### config.mk
export PLATFORM = sky130hd
export DESIGN_NAME = frame_serializer
export DESIGN_NICKNAME = d
export VERILOG_FILES = /design/src/rtl/fs_pkg.sv /design/src/rtl/fs_shifter.sv /design/src/rtl/fs_sequencer.sv /design/src/rtl/fs_status.sv /design/src/rtl/frame_serializer.sv
export SDC_FILE = /design/constraint.sdc
export NUM_CORES = 1
export LEC_CHECK = 0
export BUFFER_PORTS_ARGS = -buffer_cell sky130_fd_sc_hd__clkbuf_2
export CORE_MARGIN = 8
export CORE_UTILIZATION = 40
export CTS_BUF_LIST = sky130_fd_sc_hd__clkbuf_4
export CTS_CLUSTER_DIAMETER = 60
export CTS_CLUSTER_SIZE = 40
export DETAILED_ROUTE_END_ITERATION = 10
export PLACE_DENSITY_LB_ADDON = 0.25
export SLEW_MARGIN = 15
export SYNTH_ARGS = -nofsm -noshare
export SYNTH_HDL_FRONTEND = slang
export SYNTH_SLANG_ARGS = --single-unit
export TNS_END_PERCENT = 1
### constraint.sdc
create_clock -name clk -period 2.2 [get_ports clk]
set_input_delay 0.44 -clock clk [delete_from_list [all_inputs] [get_ports clk]]
set_output_delay 0.44 -clock clk [all_outputs]
set_load 0.05 [all_outputs]
### src/rtl/fs_pkg.sv
package fs_pkg;
  typedef enum logic [1:0] {
    S_IDLE = 2'd0,
    S_MARK = 2'd1,
    S_DATA = 2'd2
  } seq_state_t;

  localparam int STAT_W = 2;
  localparam int STAT_BUSY = 1;
  localparam int STAT_ENB = 0;
endpackage

### src/rtl/fs_shifter.sv
module fs_shifter #(
  parameter int SYM_W = 10
) (
  input  logic             clk,
  input  logic             rst_n,
  input  logic             load,
  input  logic             shift,
  input  logic [SYM_W-1:0] din,
  output logic             msb
);
  logic [SYM_W-1:0] sr_q;

  always_ff @(posedge clk) begin
    if (!rst_n)     sr_q <= '0;
    else if (load)  sr_q <= din;
    else if (shift) sr_q <= {sr_q[SYM_W-2:0], 1'b0};
  end

  assign msb = sr_q[SYM_W-1];

  // held contents stay put unless loaded or shifted
  a_r7_hold_contents: assert property (@(posedge clk) disable iff (!rst_n)
    (!load && !shift) |=> $stable(sr_q));
endmodule

### src/rtl/fs_sequencer.sv
module fs_sequencer
  import fs_pkg::*;
#(
  parameter int SYM_W    = 10,
  parameter int MARK_LEN = 4,
  parameter int IDLE_MIN = 10
) (
  input  logic clk,
  input  logic rst_n,
  input  logic bit_en,
  input  logic busy_i,
  input  logic msb_i,
  output logic shift_o,
  output logic done_o,
  output logic tx_o
);
  localparam int IC_W = $clog2(IDLE_MIN + 1);
  localparam int MC_W = $clog2(MARK_LEN + 1);
  localparam int DC_W = $clog2(SYM_W + 1);
  localparam logic [IC_W-1:0] IDLE_LIM = IC_W'(IDLE_MIN);
  localparam logic [MC_W-1:0] MARK_LIM = MC_W'(MARK_LEN);
  localparam logic [DC_W-1:0] DATA_LAST = DC_W'(SYM_W - 1);

  seq_state_t      state_q, state_d;
  logic [IC_W-1:0] idle_cnt, idle_cnt_d;
  logic [MC_W-1:0] mark_cnt, mark_cnt_d;
  logic [DC_W-1:0] data_cnt, data_cnt_d;
  logic            tx_q, tx_d;
  logic            start_ok;

  assign start_ok = busy_i && (idle_cnt >= IDLE_LIM) && tx_q;

  always_comb begin
    state_d    = state_q;
    idle_cnt_d = idle_cnt;
    mark_cnt_d = mark_cnt;
    data_cnt_d = data_cnt;
    tx_d       = tx_q;
    shift_o    = 1'b0;
    done_o     = 1'b0;
    if (bit_en) begin
      unique case (state_q)
        S_IDLE: begin
          if (start_ok) begin
            state_d    = S_MARK;
            tx_d       = 1'b1;
            mark_cnt_d = MC_W'(1);
          end else begin
            tx_d = ~tx_q;
            if (idle_cnt < IDLE_LIM) idle_cnt_d = idle_cnt + 1'b1;
          end
        end
        S_MARK: begin
          if (mark_cnt == MARK_LIM) begin
            state_d    = S_DATA;
            tx_d       = msb_i;
            shift_o    = 1'b1;
            data_cnt_d = DC_W'(1);
          end else begin
            tx_d       = 1'b1;
            mark_cnt_d = mark_cnt + 1'b1;
          end
        end
        S_DATA: begin
          tx_d    = msb_i;
          shift_o = 1'b1;
          if (data_cnt == DATA_LAST) begin
            state_d    = S_IDLE;
            idle_cnt_d = '0;
            done_o     = 1'b1;
          end else begin
            data_cnt_d = data_cnt + 1'b1;
          end
        end
        default: state_d = S_IDLE;
      endcase
    end
  end

  always_ff @(posedge clk) begin
    if (!rst_n) begin
      state_q  <= S_IDLE;
      idle_cnt <= '0;
      mark_cnt <= '0;
      data_cnt <= '0;
      tx_q     <= 1'b0;
    end else begin
      state_q  <= state_d;
      idle_cnt <= idle_cnt_d;
      mark_cnt <= mark_cnt_d;
      data_cnt <= data_cnt_d;
      tx_q     <= tx_d;
    end
  end

  assign tx_o = tx_q;

  // nothing moves between bit strobes
  a_r1_no_move: assert property (@(posedge clk) disable iff (!rst_n)
    !bit_en |=> ($stable(tx_q) && $stable(state_q)));
  // a frame is entered only from an eligible idle line
  a_r4_start_gate: assert property (@(posedge clk) disable iff (!rst_n)
    (state_q == S_MARK && $past(state_q) == S_IDLE) |->
      ($past(tx_q) && ($past(idle_cnt) >= IDLE_LIM) && $past(busy_i)));
  // line is high throughout the marker
  a_r5_mark_high: assert property (@(posedge clk) disable iff (!rst_n)
    (state_q == S_MARK) |-> tx_q);
  // a frame in flight always has busy set
  a_r6_busy_in_frame: assert property (@(posedge clk) disable iff (!rst_n)
    (state_q != S_IDLE) |-> busy_i);
endmodule

### src/rtl/fs_status.sv
module fs_status
  import fs_pkg::*;
(
  input  logic              clk,
  input  logic              rst_n,
  input  logic              accept_i,
  input  logic              done_i,
  input  logic              wr_i,
  input  logic [STAT_W-1:0] wdata_i,
  output logic              busy_o,
  output logic [STAT_W-1:0] status_o
);
  logic busy_q, enb_q;

  always_ff @(posedge clk) begin
    if (!rst_n) begin
      busy_q <= 1'b0;
      enb_q  <= 1'b0;
    end else begin
      if (accept_i)    busy_q <= 1'b1;
      else if (done_i) busy_q <= 1'b0;
      if (wr_i) enb_q <= wdata_i[STAT_ENB];
    end
  end

  always_comb begin
    status_o            = '0;
    status_o[STAT_BUSY] = busy_q;
    status_o[STAT_ENB]  = enb_q;
  end
  assign busy_o = busy_q;

  // an accepted symbol raises busy
  a_r2_accept_busy: assert property (@(posedge clk) disable iff (!rst_n)
    accept_i |=> busy_q);
  // register writes cannot move busy
  a_r8_busy_readonly: assert property (@(posedge clk) disable iff (!rst_n)
    (wr_i && !accept_i && !done_i) |=> $stable(busy_q));
endmodule

### src/rtl/frame_serializer.sv
module frame_serializer
  import fs_pkg::*;
#(
  parameter int SYM_W    = 10,
  parameter int MARK_LEN = 4,
  parameter int IDLE_MIN = 10
) (
  input  logic             clk,
  input  logic             rst_n,
  input  logic             bit_en,
  input  logic             sym_valid,
  output logic             sym_ready,
  input  logic [SYM_W-1:0] sym_data,
  input  logic             ctl_wr,
  input  logic [1:0]       ctl_wdata,
  output logic [1:0]       status,
  output logic             tx_bit,
  output logic             tx_enable
);
  logic busy, accept, shift, done, msb;

  assign sym_ready = !busy;
  assign accept    = sym_valid && sym_ready;

  fs_shifter #(.SYM_W(SYM_W)) u_shift (
    .clk(clk), .rst_n(rst_n), .load(accept), .shift(shift),
    .din(sym_data), .msb(msb)
  );

  fs_sequencer #(.SYM_W(SYM_W), .MARK_LEN(MARK_LEN), .IDLE_MIN(IDLE_MIN)) u_seq (
    .clk(clk), .rst_n(rst_n), .bit_en(bit_en), .busy_i(busy), .msb_i(msb),
    .shift_o(shift), .done_o(done), .tx_o(tx_bit)
  );

  fs_status u_stat (
    .clk(clk), .rst_n(rst_n), .accept_i(accept), .done_i(done),
    .wr_i(ctl_wr), .wdata_i(ctl_wdata), .busy_o(busy), .status_o(status)
  );

  assign tx_enable = status[STAT_ENB];

  // a blocked offer leaves busy high on the next edge
  a_r7_blocked_offer: assert property (@(posedge clk) disable iff (!rst_n)
    (sym_valid && !sym_ready && !done) |=> !sym_ready);
endmodule

==> metrics.md, run 1 <==
| Metric | Value |
|---|---|
| Status | completed |
| Setup_tns | 0 ns |
| Asr flop ratio synth | 0% |
| Number of placed cells counting well taps | 231 |
| FF+latch count, synth | 26 |
| Final Skew | approximately 0.0088 ns |
| Setup violators final | 0 |
| Core Area | between 3000 and 4000 µm² |
| Worst-Margin Slew | between 0.4 and 0.5 ns |
| Max Fclk | 518 MHz |
| Setup WS post-layout | 0.269 ns |
| Register area | 520 µm² |
| RePlAce Congestion | 0.812 |
| Buffers & Inverters on Critical Path | 3 |
| Critical path endpoint category | flip-flop |
| DR WL/cell | between 10 and 15 µm |
| Total of max-cap violations | 0 |
| Clock Latency Late Sink | 0.32 ns |
| Max stage delay on crit path | 0.37 ns |
| Final cycle utilization of the critical path | 87.8% |
| Initial antenna violation count | 0 |
| Critical-path top delay cell | dfxtp_1 |
| Via count | 1,245 |
| CP Max Fanout | 10 |
| Fillers | 371 |
| Drt total wl | 3.06 mm |
| Post-CTS Hold Fix Bufs | 0 |
| PwrDens | 498 nW/µm² |
| Non-filler cells, final | approximately 230 |
| Crit path cell chain | inv_1 > ha_1 > inv_1 > a21oi_1 > buf_4 > mux2i_1 > o21ai_0 |
| Final hold vios | 0 |
| Avg Cell Area, Syn | roughly 8.6 µm² |
| Share of cells above drive strength 1 | 15.6% |
| Die Ht | 76.6 µm |
| Main combinational cell family by area after synthesis | simple AND/OR/NAND/NOR gates |
| Peak supply drop | 0.281 mV |
| Gate Count Post-Synth | 171 |
| Sequential fraction of the synthesis area | 35.4% |
| Area occupied by multi-input gates | between 800 and 900 µm² |
| YS warnings | 0 |
| Vias in the first global route | 1,257 |
| Pre-CTS WS | 0.287 ns |
| Port Buf Inserts | 20 |
| Overall Global Routing Usage | 10.7% |
| Syn-to-layout area delta | 9.53% |
| Syn_nets | approximately 200 |
| WS Path Type | reg2reg |
| Reg-to-reg endpoint | u_shift.sr_q[7] |
| CP top delay family | buffers and inverters |
| Die Area | 5870 µm² |
| Leakage Power | around 0.64 nW |
| Synth Area in XOR/XNOR | 0% |
| Simple-gate share of the synthesized area | 21.2% |
| # DRC | 0 |
| Hold Crit Start | sym_data[1] |
| Post-CTS sizing | 0 |
| Compound-Gate Fraction of Synth Area | roughly 21% |
| Post-synthesis mux area share | 8.17% |
| Startpoint Class | flip-flop |
| Area leader, netlist | dfxtp_1 |
| Drt pass-1 iters | 4 |
| Critical path arrival | 2.13 ns |
| Hold Path Stages | 3 |
| Data required, critical path | 2.40 ns |
| Most frequent CP cell | inv_1 |
| Grt ovf | 0 |
| Clk slew on worst S/H paths | 0.13 ns |
| DP Wirelength | ~2.4 mm |
| Most frequent cells in the layout | 26 x dfxtp_1, 23 x nand2_1, 20 x clkbuf_2, 18 x o21ai_0, 12 x mux2i_1 |
| Antenna cells | 0 |
| Worst Reg2Reg Path Length in Cells | 7 |
| Vias per cell | approximately 5.3 |
| HP Class | in2reg |
| Slew margin rel. | a little over two thirds |
| Most common flop cell mapped by yosys | dfxtp_1 |
| Cell Rows | 22 |
| Clock Path Buffers | 2 |
| Total clock sinks | 26 |
| First-pass GRT wire length | 5.41 mm |
| Htree depth | 1 |
| Post-Synth Adder-Cell Area | 8.51% |
| Area of the mapped netlist | 1470 µm² |
| Largest net degree at the start of global routing | 26 |
| CTS tree | done |
| FF-to-FF Start | u_seq.state_q[0] |
| RSZ-0062 raised after global routing | false |
| Final min period | 1.93 ns |
| Share of Yosys cell area claimed by the top area cell type | 35.4% |
| Starting Density | 40.8% |
| Top cells by area, synth | dfxtp_1 35%, ha_1 8.5%, mux2i_1 8.2% |
| CTS Buf Count | 3 |
| Pins Over Slew Limit | 0 |
| CTS Root Buffer Type | clkbuf_4 |
| Die W | 76.6 µm |
| Most common cell after layout, fill and taps aside | dfxtp_1 |
| Post-synth EDFFs | 0 |
| Worst Hold End | u_shift.sr_q[1] |
| Number of I/O pins | 22 |
| Initial DRC Count | 28 |
| Reg2reg setup slack | ~0.27 ns |
| Post-CTS Setup Bufs | 0 |
| Detail Route Antenna Nets | 0 |
| Synth cell types | 41 |
| Layout Nets | approximately 220 |
cell families after synthesis:
logic type / count (synthesis)
flip-flops: 26
AND/OR/NAND/NOR: 61
AO/OA/AOI/OAI: 43
adder cells (fa/ha/maj): 10
buffers and inverters: 19
multiplexers: 12
through the flow:
step	hold WS [ns]	power [W]	cell area (µm²)	util, %
after floorplan	0.455	0.000587	1470	-
after global placement	0.469	0.000615	1590	44.0
after detailed placement	0.489	0.000618	1590	44.0
after CTS	0.310	0.000815	1610	44.7
after global routing	0.307	0.000854	1610	44.7
final	0.313	0.000802	1610	44.7
worst register-to-register path, stage by stage, from the launching register on:
cell     delay [ns]
dfxtp_1        0.37
inv_1          0.11
ha_1           0.37
inv_1          0.22
a21oi_1        0.22
buf_4          0.24
mux2i_1        0.21
o21ai_0        0.09
how the worst max path moves through the flow:
stage	cells after the start	endpoint	slack, ns	from
2_1_floorplan	6	u_seq.idle_cnt[2]	0.58	u_seq.idle_cnt[0]
3_3_place_gp	7	u_shift.sr_q[8]	0.39	u_seq.state_q[0]
3_5_place_dp	7	u_shift.sr_q[7]	0.29	u_seq.state_q[0]
4_1_cts	7	u_shift.sr_q[7]	0.26	u_seq.state_q[0]
5_1_grt	7	u_shift.sr_q[7]	0.11	u_seq.state_q[0]
6_report	7	u_shift.sr_q[7]	0.27	u_seq.state_q[0]
cell type report:
cell class | count | area share (%)
multi-input combinational | 126 | 53.5
sequential | 26 | 32.3
timing repair buffer | 21 | 6.68
tap | 48 | 3.73
inverter | 10 | 2.33
clock buffer | 3 | 1.40
state kept, by name (all words and copies together) (netlist names):
signal / flops
u_seq.state_q: 2
u_seq.idle_cnt: 4
u_seq.tx_o: 1
u_seq.mark_cnt: 3
u_stat.enb_q: 1
u_seq.data_cnt: 4
u_shift.sr_q: 10
u_stat.busy_o: 1
report_power, final:
part           switching [W]  internal [W]
Clock               0.000131     0.0000641
Combinational      0.0000647     0.0000379
Sequential         0.0000155      0.000489
routing by layer:
metal	global-route usage [%]	wire, µm
met1	11.5	1410
met3	3.07	157
met5	0	0
met2	19.9	1460
met4	2.88	34
cells in the mapped netlist, types with 3 or more instances:
| library cell | instances |
|---|---|
| a21boi_0 | 4 |
| o21ai_0 | 18 |
| nor2b_1 | 5 |
| ha_1 | 10 |
| inv_1 | 10 |
| nand3_1 | 8 |
| nand3b_1 | 3 |
| nand2_1 | 23 |
| clkbuf_1 | 3 |
| dfxtp_1 | 26 |
| nor2_1 | 7 |
| buf_4 | 4 |
| mux2i_1 | 12 |
| and2_1 | 3 |
Note: power is estimated with default switching activity, not from simulation.
==> run 2: changes to the inputs <==
--- a/config.mk
+++ b/config.mk
@@ -13,6 +13,7 @@
 export CTS_CLUSTER_SIZE = 40
 export DETAILED_ROUTE_END_ITERATION = 10
 export PLACE_DENSITY_LB_ADDON = 0.25
+export REMOVE_ABC_BUFFERS = 1
 export SLEW_MARGIN = 15
 export SYNTH_ARGS = -nofsm -noshare
 export SYNTH_HDL_FRONTEND = slang
==> run 2 against run 1 <==
Register-to-register slack better by 0.07 ns. Final cell count is 0.43% higher. Routed wire length is 3.6% higher. Die area stayed put. Worst hold slack worse by 0.015 ns. First-iteration DRC count is 57% higher. Core utilization is 0.83 points higher. Critical endpoint is now u_shift.sr_q[3].
==> metrics.md, run 2 (synthesis gave the netlist of run 1 again) <==
| Metric | Value |
|---|---|
| Data required, critical path | 2.42 ns |
| Starting Density | about 41% |
| First-pass GRT wire length | 5.46 mm |
| Met1 Resource Use GR | 12.0% |
| Setup_tns | 0 ns |
| HP Class | in2reg |
| Pint | 0.000712 W |
| Vias per cell | 5.40 |
| Die Ht | 76.6 µm |
| CTS tree | done |
| Setup violators final | 0 |
| Drt pass-1 iters | 5 |
| Antenna cells | 0 |
| Final cycle utilization of the critical path | a little over four fifths |
| Post-CTS Hold Fix Bufs | 0 |
| Most common cell after layout, fill and taps aside | dfxtp_1 |
| Port Buf Inserts | 20 |
| Critical path arrival | between 2 and 2.5 ns |
| Largest net degree at the start of global routing | 26 |
| Detail Route Antenna Nets | 0 |
| Reg power frac | 53.1% |
| Biggest register | u_shift.sr_q |
| Via count | 1,268 |
| DP Wirelength | 2.42 mm |
| Total clock sinks | 26 |
| Share of cells above drive strength 1 | approximately 16% |
| Worst-Margin Slew | 0.451 ns |
| Cell Rows | 22 |
| Pins Over Slew Limit | 0 |
| RePlAce Congestion | 0.817 |
| Peak supply drop | roughly 0.21 mV |
| Drt total wl | between 3 and 4 mm |
| Setup WS post-layout | 0.341 ns |
| Fillers | 361 |
| Post-CTS sizing | 0 |
| Max reg flops | 10 |
| Combinational share of power | 10.9% |
| Critical path endpoint category | flip-flop |
| Grt ovf | 0 |
| Overall Global Routing Usage | 10.8% |
| Final hold vios | 0 |
| Most frequent cells in the layout | 26 x dfxtp_1, 23 x nand2_1, 20 x clkbuf_2, 18 x o21ai_0, 12 x mux2i_1 |
| Largest regs | u_shift.sr_q (10), u_seq.data_cnt (4), u_seq.idle_cnt (4) |
| Total of max-cap violations | 0 |
| Initial DRC Count | 44 |
| Final min period | 1.86 ns |
| Worst Reg2Reg Path Length in Cells | 7 |
| Clock Latency Late Sink | 0.33 ns |
| Vias in the first global route | 1,277 |
| Number of placed cells counting well taps | 231 |
| Core Area | ~3600 µm² |
| Clk pwr share | 35.9% |
| NetSw | 0.000241 W |
| DR WL/cell | around 13 µm |
| Layout Nets | 215 |
| Number of I/O pins | 22 |
| Max Fclk | 538 MHz |
| Clock Path Buffers | 2 |
| PwrDens | 581 nW/µm² |
| Met3 GRT Util | 2.71% |
| Gr busiest metal | met2 |
| CP Max Fanout | 10 |
| Final Skew | 0.00933 ns |
| Hold Path Stages | 3 |
| # DRC | 0 |
| Post-CTS Setup Bufs | 0 |
| Switching Share | 25.3% |
| Die Area | 5870 µm² |
| Pre-CTS WS | 0.360 ns |
| RSZ-0062 raised after global routing | false |
| Clk slew on worst S/H paths | 0.16 ns |
| CTS Root Buffer Type | clkbuf_4 |
| Non-filler cells, final | 235 |
| CTS Buf Count | 3 |
| Slew margin rel. | 70.0% |
| Syn-to-layout area delta | 11.6% |
| Status | completed |
| Startpoint Class | flip-flop |
| WS Path Type | reg2reg |
| Htree depth | 1 |
| Initial antenna violation count | 0 |
| Met2 Use GR | 19.5% |
| Leakage Power | approximately 0.66 nW |
| Die W | roughly 77 µm |
[run 2: cell count changes in the layout (fill, tap and decap cells not counted), sizes merged]
cell / delta
bufinv: +1
[run 2: metal layers]
metal,routed length (µm),share of wire [%]
met5,0,0
met4,27,0.85
met3,109,3.4
met2,1630,51
met1,1410,44
[run 2: final timing paths]
path | slack, ns | from | endpoint
setup reg to reg | 0.34 | u_seq.state_q[0] | u_shift.sr_q[3]
hold / removal | 0.30 | sym_data[1] | u_shift.sr_q[1]
hold reg to reg | 0.51 | u_seq.mark_cnt[1] | u_seq.mark_cnt[1]
setup / recovery | 0.34 | u_seq.state_q[0] | u_shift.sr_q[3]
[run 2: worst max-delay path, cell delays in order (launching register included)]
cell and delay (ns):
dfxtp_1 0.37, inv_1 0.09, ha_1 0.36, inv_1 0.21
a21oi_1 0.17, buf_4 0.23, mux2i_1 0.20, o21ai_0 0.09
[run 2: power groups by stage]
stage	combinational, W	clock [W]	sequential (W)
2_1_floorplan	0.0000497	0	0.000528
3_3_place_gp	0.000101	0	0.000514
3_5_place_dp	0.000105	0	0.000516
4_1_cts	0.000105	0.000351	0.000506
5_1_grt	0.000116	0.000363	0.000509
6_report	0.000104	0.000342	0.000506
[run 2: per-stage QoR]
step                hold slack (ns)  util, %  total power [W]  cell area, µm²
floorplan                     0.455        -         0.000578            1420
global placement              0.474     44.0         0.000616            1590
detailed placement            0.484     44.0         0.000621            1590
CTS                           0.289     45.5         0.000963            1640
global route                  0.305     45.5         0.000987            1640
finish                        0.298     45.5         0.000953            1640
[run 2: cell type report]
class | instances | area, µm² | share of cell area, %
well taps | 48 | 60.1 | 3.66
inverters | 10 | 37.5 | 2.29
repair buffers | 21 | 108 | 6.56
clock inverters | 1 | 30.0 | 1.83
clock buffers | 3 | 22.5 | 1.37
flip-flops and latches | 26 | 520 | 31.7
multi-input cells | 126 | 862 | 52.6
